===== src/rtl/irc_pkg.sv =====
package irc_pkg;

  typedef struct packed {
    logic [7:0] dest;
    logic [7:0] edest;
    logic       mask;
    logic       trig;
    logic       pol;
    logic       dstmode;
    logic [2:0] dmode;
    logic [7:0] vec;
  } rte_cfg_t;

  localparam rte_cfg_t RTE_RESET = '{dest: 8'h00, edest: 8'h00, mask: 1'b1,
                                     trig: 1'b0, pol: 1'b0, dstmode: 1'b0,
                                     dmode: 3'h0, vec: 8'h00};

  function automatic logic vec_ok(input logic [7:0] v);
    return (v >= 8'h10) && (v <= 8'hFE);
  endfunction

  function automatic logic [31:0] msi_addr_of(input rte_cfg_t c);
    return {12'hFEE, c.dest, c.edest, 4'h0};
  endfunction

  function automatic logic [31:0] msi_data_of(input rte_cfg_t c);
    return {16'h0000, c.trig, 4'h0, c.dmode, c.vec};
  endfunction

  function automatic logic [31:0] rte_lo(input rte_cfg_t c, input logic sts,
                                         input logic rirr);
    return {15'h0, c.mask, c.trig, rirr, c.pol, sts, c.dstmode, c.dmode, c.vec};
  endfunction

  function automatic logic [31:0] rte_hi(input rte_cfg_t c);
    return {c.dest, c.edest, 16'h0000};
  endfunction

  function automatic rte_cfg_t lo_write(input rte_cfg_t c, input logic [31:0] w);
    rte_cfg_t r;
    r         = c;
    r.vec     = w[7:0];
    r.dmode   = w[10:8];
    r.dstmode = w[11];
    r.pol     = w[13];
    r.trig    = w[15];
    r.mask    = w[16];
    return r;
  endfunction

  function automatic rte_cfg_t hi_write(input rte_cfg_t c, input logic [31:0] w);
    rte_cfg_t r;
    r       = c;
    r.dest  = w[31:24];
    r.edest = w[23:16];
    return r;
  endfunction

endpackage


===== src/rtl/irc_regs.sv =====
module irc_regs
  import irc_pkg::*;
#(
  parameter int NLINE = 24,
  parameter int AW    = 7
) (
  input  logic              clk,
  input  logic              rst_n,
  input  logic              reg_valid,
  input  logic              reg_write,
  input  logic [AW-1:0]     reg_addr,
  input  logic [31:0]       reg_wdata,
  output logic [31:0]       reg_rdata,
  input  logic [NLINE-1:0]  line_sts,
  input  logic [NLINE-1:0]  line_rirr,
  output rte_cfg_t          cfg [NLINE],
  output logic              eoi_valid,
  output logic [7:0]        eoi_vec
);
  localparam logic [AW-1:0] OFS_IDX   = AW'('h00);
  localparam logic [AW-1:0] OFS_WIN   = AW'('h10);
  localparam logic [AW-1:0] OFS_EOI   = AW'('h40);
  localparam int            SLOT_BASE = 16;
  localparam int            SLOT_END  = SLOT_BASE + 2 * NLINE;
  localparam logic [31:0]   VERSION   = {8'h00, 8'(NLINE - 1), 8'h00, 8'h20};

  logic [7:0]  idx_q;
  logic [7:0]  id_q;
  logic [31:0] win_data;

  // Named access events, visible to assertions and waveforms alike.
  logic wr_idx, wr_win, in_table, half;
  logic [7:0] rel, ent;

  assign wr_idx   = reg_valid && reg_write && (reg_addr == OFS_IDX);
  assign wr_win   = reg_valid && reg_write && (reg_addr == OFS_WIN);
  assign in_table = (int'(idx_q) >= SLOT_BASE) && (int'(idx_q) < SLOT_END);
  assign rel      = idx_q - 8'(SLOT_BASE);
  assign ent      = {1'b0, rel[7:1]};
  assign half     = rel[0];

  assign eoi_valid = reg_valid && reg_write && (reg_addr == OFS_EOI);
  assign eoi_vec   = reg_wdata[7:0];

  always_ff @(posedge clk) begin
    if (!rst_n) begin
      idx_q <= 8'h00;
      id_q  <= 8'h00;
    end else begin
      if (wr_idx) idx_q <= reg_wdata[7:0];
      if (wr_win && idx_q == 8'h00) id_q <= reg_wdata[31:24];
    end
  end

  always_ff @(posedge clk) begin
    for (int i = 0; i < NLINE; i++) begin
      if (!rst_n) begin
        cfg[i] <= RTE_RESET;
      end else if (wr_win && in_table && ent == 8'(i)) begin
        cfg[i] <= half ? hi_write(cfg[i], reg_wdata) : lo_write(cfg[i], reg_wdata);
      end
    end
  end

  always_comb begin
    win_data = 32'h0;
    if (idx_q == 8'h00) begin
      win_data = {id_q, 24'h0};
    end else if (idx_q == 8'h01) begin
      win_data = VERSION;
    end else if (in_table) begin
      for (int i = 0; i < NLINE; i++) begin
        if (ent == 8'(i)) begin
          win_data = half ? rte_hi(cfg[i]) : rte_lo(cfg[i], line_sts[i], line_rirr[i]);
        end
      end
    end
  end

  always_comb begin
    if (reg_addr == OFS_IDX)      reg_rdata = {24'h0, idx_q};
    else if (reg_addr == OFS_WIN) reg_rdata = win_data;
    else                          reg_rdata = 32'h0;
  end

  // a write through the window to a reserved slot leaves the id register alone.
  p_reserved_ignored_r2: assert property (@(posedge clk) disable iff (!rst_n)
    (wr_win && !in_table && idx_q != 8'h00) |=> $stable(id_q));

endmodule


===== src/rtl/irc_line.sv =====
module irc_line
  import irc_pkg::*;
(
  input  logic     clk,
  input  logic     rst_n,
  input  logic     irq_raw,
  input  rte_cfg_t cfg,
  input  logic     eoi_valid,
  input  logic [7:0] eoi_vec,
  input  logic     accept,
  output logic     pend,
  output logic     rirr
);
  logic act, prev_q, enabled, edge_ev, lvl_ev, eoi_hit;
  logic unused_fields;

  assign unused_fields = ^{cfg.dest, cfg.edest, cfg.dstmode, cfg.dmode};

  assign act     = irq_raw ^ cfg.pol;
  assign enabled = !cfg.mask && vec_ok(cfg.vec);
  assign edge_ev = !cfg.trig && act && !prev_q;
  assign lvl_ev  = cfg.trig && act && !rirr;
  assign eoi_hit = eoi_valid && cfg.trig && (eoi_vec == cfg.vec);

  always_ff @(posedge clk) begin
    if (!rst_n) begin
      prev_q <= 1'b0;
      pend   <= 1'b0;
      rirr   <= 1'b0;
    end else begin
      prev_q <= act;
      if (!enabled)    pend <= 1'b0;
      else if (accept) pend <= edge_ev;
      else             pend <= pend | edge_ev | lvl_ev;

      if (!cfg.trig)            rirr <= 1'b0;
      else if (accept)          rirr <= 1'b1;
      else if (eoi_hit)         rirr <= 1'b0;
    end
  end

  // masking a line removes anything it had pending by the next cycle.
  p_mask_drop_r8: assert property (@(posedge clk) disable iff (!rst_n)
    cfg.mask |=> !pend);

  // remote IRR only rises as a consequence of an accepted message.
  p_rirr_after_accept_r6: assert property (@(posedge clk) disable iff (!rst_n)
    $rose(rirr) |-> $past(accept));

endmodule


===== src/rtl/irc_arb.sv =====
module irc_arb
  import irc_pkg::*;
#(
  parameter int NLINE = 24
) (
  input  logic             clk,
  input  logic             rst_n,
  input  logic [NLINE-1:0] pend,
  input  rte_cfg_t         cfg [NLINE],
  input  logic             msi_ready,
  output logic             msi_valid,
  output logic [31:0]      msi_addr,
  output logic [31:0]      msi_data,
  output logic [NLINE-1:0] accept
);
  localparam int IW = (NLINE > 1) ? $clog2(NLINE) : 1;

  logic [IW-1:0] ptr_q, cur_q, win;
  logic          busy_q, found, fire;
  logic [NLINE-1:0] unused_cfg;

  for (genvar g = 0; g < NLINE; g++) begin : g_unused
    assign unused_cfg[g] = ^{cfg[g].mask, cfg[g].pol, cfg[g].dstmode};
  end

  // Round-robin search starting at ptr_q.
  always_comb begin
    found = 1'b0;
    win   = '0;
    for (int k = 0; k < NLINE; k++) begin
      int j;
      j = int'(ptr_q) + k;
      if (j >= NLINE) j = j - NLINE;
      if (!found && pend[j]) begin
        found = 1'b1;
        win   = IW'(j);
      end
    end
  end

  assign fire      = busy_q && msi_ready;
  assign msi_valid = busy_q;

  for (genvar g = 0; g < NLINE; g++) begin : g_acc
    assign accept[g] = fire && (cur_q == IW'(g));
  end

  always_ff @(posedge clk) begin
    if (!rst_n) begin
      ptr_q    <= '0;
      cur_q    <= '0;
      busy_q   <= 1'b0;
      msi_addr <= 32'h0;
      msi_data <= 32'h0;
    end else if (fire) begin
      busy_q <= 1'b0;
      ptr_q  <= (int'(cur_q) == NLINE - 1) ? '0 : cur_q + 1'b1;
    end else if (!busy_q && found) begin
      busy_q   <= 1'b1;
      cur_q    <= win;
      msi_addr <= msi_addr_of(cfg[win]);
      msi_data <= msi_data_of(cfg[win]);
    end
  end

  // a presented message is held steady until taken.
  p_hold_r11: assert property (@(posedge clk) disable iff (!rst_n)
    (msi_valid && !msi_ready) |=> (msi_valid && $stable(msi_addr) && $stable(msi_data)));

  // acceptance leaves a gap cycle.
  p_gap_r11: assert property (@(posedge clk) disable iff (!rst_n)
    (msi_valid && msi_ready) |=> !msi_valid);

  // an idle channel picks up any pending line on the next cycle.
  p_serve_r10: assert property (@(posedge clk) disable iff (!rst_n)
    (!msi_valid && (|pend)) |=> msi_valid);

endmodule


===== src/rtl/irq_redir_ctrl.sv =====
module irq_redir_ctrl
  import irc_pkg::*;
#(
  parameter int NLINE = 24,
  parameter int AW    = 7
) (
  input  logic             clk,
  input  logic             rst_n,
  input  logic [NLINE-1:0] irq_in,
  input  logic             reg_valid,
  input  logic             reg_write,
  input  logic [AW-1:0]    reg_addr,
  input  logic [31:0]      reg_wdata,
  output logic [31:0]      reg_rdata,
  output logic             msi_valid,
  input  logic             msi_ready,
  output logic [31:0]      msi_addr,
  output logic [31:0]      msi_data
);
  rte_cfg_t         cfg [NLINE];
  logic [NLINE-1:0] pend, rirr, accept;
  logic             eoi_valid;
  logic [7:0]       eoi_vec;

  irc_regs #(.NLINE(NLINE), .AW(AW)) u_regs (
    .clk       (clk),
    .rst_n     (rst_n),
    .reg_valid (reg_valid),
    .reg_write (reg_write),
    .reg_addr  (reg_addr),
    .reg_wdata (reg_wdata),
    .reg_rdata (reg_rdata),
    .line_sts  (pend),
    .line_rirr (rirr),
    .cfg       (cfg),
    .eoi_valid (eoi_valid),
    .eoi_vec   (eoi_vec)
  );

  for (genvar g = 0; g < NLINE; g++) begin : g_line
    irc_line u_line (
      .clk       (clk),
      .rst_n     (rst_n),
      .irq_raw   (irq_in[g]),
      .cfg       (cfg[g]),
      .eoi_valid (eoi_valid),
      .eoi_vec   (eoi_vec),
      .accept    (accept[g]),
      .pend      (pend[g]),
      .rirr      (rirr[g])
    );
  end

  irc_arb #(.NLINE(NLINE)) u_arb (
    .clk       (clk),
    .rst_n     (rst_n),
    .pend      (pend),
    .cfg       (cfg),
    .msi_ready (msi_ready),
    .msi_valid (msi_valid),
    .msi_addr  (msi_addr),
    .msi_data  (msi_data),
    .accept    (accept)
  );

endmodule


===== config.mk =====
export PLATFORM = sky130hd
export DESIGN_NAME = irq_redir_ctrl
export DESIGN_NICKNAME = d
export VERILOG_FILES = /design/src/rtl/irc_pkg.sv /design/src/rtl/irc_regs.sv /design/src/rtl/irc_line.sv /design/src/rtl/irc_arb.sv /design/src/rtl/irq_redir_ctrl.sv
export SDC_FILE = /design/constraint.sdc
export NUM_CORES = 2
export LEC_CHECK = 0
export ABC_AREA = 1
export ABC_CLOCK_PERIOD_IN_PS = 5350
export BUFFER_PORTS_ARGS = -buffer_cell sky130_fd_sc_hd__buf_2
export CAP_MARGIN = 5
export CORE_ASPECT_RATIO = 0.75
export CORE_MARGIN = 10
export CORE_UTILIZATION = 55
export DETAILED_ROUTE_END_ITERATION = 16
export PLACE_DENSITY = 0.72
export SYNTH_ARGS = -nofsm -noshare
export SYNTH_HDL_FRONTEND = slang
export SYNTH_SLANG_ARGS = --single-unit

===== constraint.sdc =====
create_clock -name clk -period 5.35 [get_ports clk]
set_input_delay 0.2675 -clock clk [delete_from_list [all_inputs] [get_ports clk]]
set_output_delay 0.2675 -clock clk [all_outputs]
set_load 0.01 [all_outputs]

== Word level (Yosys, flattened, before mapping) ==
Cells that the tools add are included.
W data, S select, Z words.

* Flip-flop bits (word level): 872
* Input bits: 68
* Output and inout port bits: 97
* Logic and storage cells: 1,360

* Add/subtract/negate cells: 49
* $lt $le $gt $ge: 99
* Equal/unequal tests: 74
* Multiplexer cells: 273
* Bitwise logic cells: 76
* Reduce and logical (&&, ||, !) cells: 518

{| class="wikitable"
|+ Operators by type and width
! kind !! count
|-
| $mux W32 || 77
|-
| $lt A32 B7 Y1 const B || 24
|-
| $ge A32 B6 Y1 const B || 23
|-
| $sub A32 B6 Y32 const B || 23
|-
| $logic_and A1 B1 Y1 || 272
|-
| $ge A8 B5 Y1 const B || 25
|-
| $reduce_and A2 Y1 || 97
|-
| $eq A8 B8 Y1 || 24
|-
| $le A8 B8 Y1 const B || 24
|-
| $bmux W31 S5 || 1
|-
| $mux W1 || 144
|-
| $mux W5 || 25
|-
| $bmux W1 S5 || 24
|-
| $logic_not A1 Y1 || 120
|-
| $eq A7 B5 Y1 const B || 9
|-
| $mux W31 || 2
|-
| $eq A7 B4 Y1 const B || 8
|-
| $add A5 B4 Y6 const B || 8
|-
| $add A5 B5 Y6 const B || 8
|-
| $or A1 B1 Y1 || 48
|-
| $reduce_bool A2 Y1 || 24
|-
| $eq A5 B5 Y1 const B || 9
|-
| $eq A5 B4 Y1 const B || 8
|-
| $eq A7 B3 Y1 const B || 4
|-
| 23 further kinds || 58
|}

== Longest topological paths before layout ==
* Word-level depth: 79
* Mapped depth: 44
* Gate-level depth less buffers: 42

== By module ==
From an unflattened synthesis, not the netlist that was laid out.

* Cell total of the unflattened synthesis: 9,259
* Area, all modules: 57,141.1 um^2

{| class="wikitable"
|+ Modules (own cells, without submodules)
! module !! instances !! cells each !! area each (um^2) !! seq. area each (um^2)
|-
| irc_regs || 1 || 5,107 || 35,640.4 || 15,214.6
|-
| irc_arb || 1 || 2,784 || 13,873.3 || 800.8
|-
| irc_line || 24 || 57 || 317.8 || 60.1
|}

== Worst setup path after synthesis ==
No wires, ideal clock.

* Path type: reg-to-reg
* Start point: register u_arb.ptr_q[1]
* End point: register u_arb.msi_addr[12]
* Library setup time: 0.122 ns
* Arrival: 4.644 ns
* Data required time: 5.228 ns
* Slack: 0.584 ns
* Stages on the path, launching flop included: 38
* Path buffers: 4
* Clock period less this slack: 4.766 ns
* Path through: dfxtp_1 -> buf_2 -> clkinv_1 -> buf_4 -> ha_1 -> xor2_2 -> inv_2 -> ha_1 -> nand3_1 -> o21ai_0 -> inv_1 -> nand2_1 -> nand2_1 -> clkinv_1 -> nand2_1 -> o21ai_1 -> nand3_1 -> nand2_1 -> (+2 left out) -> nor2_4 -> nand4_2 -> nor2_4 -> nand4_2 -> nor2_4 -> nand4_2 -> nor2_4 -> nand2_2 -> o21ai_4 -> nor2_2 -> nor2_8 -> buf_4 -> buf_2 -> nand3_1 -> nand3_1 -> nand3_1 -> nand3_1 -> a21oi_2

* Word-level cells in the longest chain between the ends: 79
* Elaborated cells between the ends (all ways): 267
* Those cells by class: add/sub (47); order compare (24); mux (147); bitwise (1); reduce/logical (48)

{| class="wikitable"
|+ RTL lines
! item !! RTL line !! text
|-
| start: declaration || irc_arb.sv:18 || <nowiki>logic [IW-1:0] ptr_q, cur_q, win;</nowiki>
|-
| start signal: assignment || irc_arb.sv:57 || <nowiki>ptr_q <= (int'(cur_q) == NLINE - 1) ? '0 : cur_q + 1'b1;</nowiki>
|-
| parallel branches: the longest is 79 deep, another holds $sub A32 B6 Y32 || -- ||
|-
| end signal: assignment || irc_arb.sv:61 || <nowiki>msi_addr <= msi_addr_of(cfg[win]);</nowiki>
|-
| end: declaration || irc_arb.sv:12 || <nowiki>output logic [31:0] msi_addr,</nowiki>
|}

Parallel ways; which one is timed is not known. The select of a mux whose other input is x is not followed.
A chain may end at the register's enable or synchronous reset.

== Worst setup path after layout ==
* Start point: register u_regs.idx_q[5]
* End point: output port reg_rdata[1]

* Word-level cells in the longest chain between the ends: 31
* Elaborated cells between the ends (all ways): 59
* Those cells by class: add/sub (1); order compare (2); eq/ne (24); mux (29); reduce/logical (3)

{| class="wikitable"
|+ RTL lines
! item !! RTL line !! text
|-
| start: declaration || irc_regs.sv:27 || <nowiki>logic [7:0] idx_q;</nowiki>
|-
| start signal: assignment || irc_regs.sv:50 || <nowiki>if (wr_idx) idx_q <= reg_wdata[7:0];</nowiki>
|-
| $sub A8 B5 Y8 || irc_regs.sv:38 || <nowiki>assign rel = idx_q - 8'(SLOT_BASE);</nowiki>
|-
| $logic_not A8 Y1 || irc_regs.sv:73 || <nowiki>if (ent == 8'(i)) begin</nowiki>
|-
| $mux W32 (24 in a row) || irc_regs.sv:73 ||
|-
| $mux W32 || irc_regs.sv:71 || <nowiki>end else if (in_table) begin</nowiki>
|-
| $mux W32 || irc_regs.sv:69 || <nowiki>end else if (idx_q == 8'h01) begin</nowiki>
|-
| $mux W32 * || irc_regs.sv:67 || <nowiki>if (idx_q == 8'h00) begin</nowiki>
|-
| $mux W32 * || irc_regs.sv:82 || <nowiki>else if (reg_addr == OFS_WIN) reg_rdata = win_data;</nowiki>
|-
| $mux W32 * || irc_regs.sv:81 || <nowiki>if (reg_addr == OFS_IDX) reg_rdata = {24'h0, idx_q};</nowiki>
|-
| end: declaration || irq_redir_ctrl.sv:14 || <nowiki>output logic [31:0] reg_rdata,</nowiki>
|}

Every way passes the cells marked *; elsewhere a longest branch is shown, timed or not.

==> impl_results.md <==
* Final Max Slew Viols at 0
* Post-layout min period at 5230 ps
* Seq/Total Area, Yosys at 0.318
* Initial core utilization at 0.554
* Die Wd at 385 um
* Status: finished clean
* Initial antenna violation count at 6
* Main synth FF type: dfxtp_1
* Crit Path Class: flop to output port
* Number of flops mapped to enable cells by yosys at 0
* Yosys cell types at 72
* Max rail drop VDD at 0.531 mV
* I/O pin count at 165
* CP required at 5080 ps
* Synthesized cell area at 0.0550 sq mm
* Final setup TNS at 0 ps
* Fin crit share at 0.978
* Design area at 0.0622 sq mm
* CP Launch Type: flop
* Yosys top cell area share at 0.318
* Worst Setup End Kind: output port
* CTS Buf Count at 90
* Initial DRC count at 8684
* Core Region at 0.0992 sq mm
* Max cap viols at 0
* CTS sink cnt at 872
* Crit-path max FO at 11
* DR WL/cell at 21.8 um
* Via Count at 61456
* Syn_area_per_cell at 6.38 sq um
* DR pass1 iterations at 10
* Critical Path AT at 4960 ps
* DRC viols at 0
* Die H at 294 um
* Largest net degree at the start of global routing at 227
* Top cells by area, synth: dfxtp_1 (32%), nand2_1 (14%), o21ai_0 (8.6%)
* Cell Area, Placed at 0.0577 sq mm
* Clock tree buffer depth at 3
* IO Port Bufs at 136
* GRT Total Usage at 0.362
* GP Congestion at 1.02
* H-tree depth at 3
* DRT antenna net count at 0
* Die Area at 0.113 sq mm
* Clock skew at 48.3 ps
* Top cell by count, worst path: nand2_1
* #FFs+latches synth at 872
* Pwr Density at 664 mW/mm^2
* Slew HR at 0.198
* CTS root buffer: clkbuf_16
* First-pass GRT wire length at 325000 um
* Number of global-route vias before repair at 54793
* Mapped Cells at 8619
* Final wirelength at 218000 um
* Clock Pin Slew Worst Setup and Hold Paths at 60 ps
* Layout cells sized above 1 at 0.104
* Final setup violation count at 0
* RSZ-0062 raised after global routing: yes
* Slowest stage delay, CP at 370 ps
* Detail Placement HPWL at 154000 um
* Layout area overhead at 13.2%
* Highest clock rate at 191 MHz
* Leakage power at 25.8 nW
* CTS tree: done
* Synth Warn # at 0
* Slew of the pin with the lowest slew margin at 1200 ps
* Clk_lat worst skew at 720 ps
* Async SR Flop Fraction at 0
* GRT Residual Overflow at 0
* Fin. Hold Viols at 0
* Hold crit path type: input pin to flop
* Crit-path slowest cell: dfxtp_2
* Vias per cell at 6.14
* Yosys top cell by area: dfxtp_1
* Rows at 100
* Nets at 8725
where the power goes:
part	total (W)	switching, W	internal, W
registers	0.00673	0.000107	0.00662
clock network	0.00663	0.00291	0.00372
logic	0.0280	0.0181	0.00989
total	0.0413	0.0211	0.0202
critical path: cells and delay by family (launching register included):
| kind | cells | cell delay, ps |
|---|---|---|
| simple gates | 22 | 2230 |
| buf+inv | 3 | 450 |
| compound gates | 4 | 840 |
| flops | 1 | 370 |
| fa+ha+maj | 1 | 230 |
| xor+xnor | 1 | 170 |
stage by stage:
step | cells | power [W] | hold WS (ps) | worst slack (ps) | util
6_report | 10009 | 0.0413 | 78.0 | 118 | 0.627
3_5_place_dp | 9786 | 0.0312 | 457 | 30.3 | 0.582
4_1_cts | 9968 | 0.0378 | 25.6 | 4.44 | 0.615
3_3_place_gp | 9786 | 0.0310 | 446 | 108 | 0.582
5_1_grt | 10007 | 0.0430 | 75.7 | -37.3 | 0.627
2_1_floorplan | 8644 | 0.0219 | 397 | 584 | -
state kept, by name (all words and copies together) (netlist names):
register,flops
u_arb.ptr_q,5
u_regs.cfg,744
g_line.u_line.prev_q,24
u_arb.msi_data,12
g_line.u_line.pend,24
g_line.u_line.rirr,24
u_arb.msi_addr,17
u_regs.idx_q,8
u_arb.msi_valid,1
u_arb.cur_q,5
u_regs.id_q,8
worst paths after layout:
kind              startpoint                end  slack [ps]  depth (start not counted)
max          u_regs.idx_q[5]       reg_rdata[1]         120                         31
min            reg_wdata[10]    u_regs.cfg[320]          80                          3
max reg2reg   u_arb.ptr_q[2]  u_arb.msi_data[6]         180                         36
min reg2reg  u_regs.cfg[724]    u_regs.cfg[724]         460                          2
cell type report:
| type | instances | area [sq um] |
|---|---|---|
| Timing Repair Buffer | 564 | 5080 |
| Fill cell | 9400 | 37000 |
| Multi-Input combinational cell | 6162 | 31500 |
| Sequential cell | 872 | 17500 |
| Antenna cell | 2 | 5.00 |
| Clock inverter | 32 | 414 |
| Tap cell | 1326 | 1660 |
| Clock buffer | 129 | 2620 |
| Inverter | 922 | 3510 |
Yosys cell counts (all sizes together) (2+ instances only):
cell / number
nand4: 117
nand2: 2118
o32ai: 4
o211ai: 61
dfxtp: 872
xor2: 105
o21bai: 7
a32o: 3
clkbuf: 456
a32oi: 9
o32a: 12
o31ai: 19
nor3: 80
nor2: 430
o311ai: 32
ha: 45
a221oi: 5
o22ai: 24
o21ai: 951
o2111a: 3
inv: 893
or2: 5
o21a: 3
buf: 233
a31o: 5
a22oi: 21
a21oi: 703
a2111oi: 4
clkinv: 29
nand3: 893
xnor2: 95
nand3b: 35
a21boi: 2
o2111ai: 25
a211oi: 237
nor4: 51
a31oi: 8
a311oi: 8
o221ai: 9
logic make-up after synthesis:
family | after synthesis | synth area share
xor+xnor | 200 | 0.0332
flops | 872 | 0.318
fa+ha+maj | 45 | 0.0102
compound gates | 2159 | 0.223
simple gates | 3731 | 0.291
buf+inv | 1611 | 0.125
other cells | 1 | 0.0000682
placed cells by master, fill, tap and decap left out, types with 13 or more instances in the layout:
cell,instances
clkbuf_1,19
nand3_2,45
buf_12,64
o211ai_1,61
buf_2,135
nor4_1,48
conb_1,26
o31ai_1,18
o22ai_1,23
nand3b_1,35
a211oi_1,237
a21oi_1,693
o2111ai_1,21
o21ai_0,923
nor2_1,405
xor2_1,96
clkbuf_16,103
buf_4,309
nand2_2,17
inv_2,19
nand4_1,112
o21ai_1,21
a22oi_1,14
dfxtp_1,866
nand3_1,841
clkbuf_8,18
clkinvlp_4,13
inv_1,867
o311ai_0,26
dlygate4sd3_1,21
clkinv_1,24
nor3_1,68
nand2_1,2093
ha_1,40
buf_6,18
xnor2_1,95
layer usage:
| metal | global-route usage | wire, um | up-vias |
|---|---|---|---|
| li1 | - | - | 28682 |
| met1 | 0.508 | 91400 | 28571 |
| met2 | 0.534 | 91000 | 3689 |
| met3 | 0.0799 | 26600 | 508 |
| met4 | 0.139 | 8960 | 6 |
| met5 | 0 | 38 | - |
repair_timing:
item                                   4_1_cts  5_1_grt
gates cloned                                 0       13
setup endpoints to repair                   25       59
resized for setup                           18      183
pin swaps                                    0       35
endpoints found under the hold margin       22        0
hold buffers                                21        0
setup buffers                                0       26
Power figures use the tool's default switching activity.
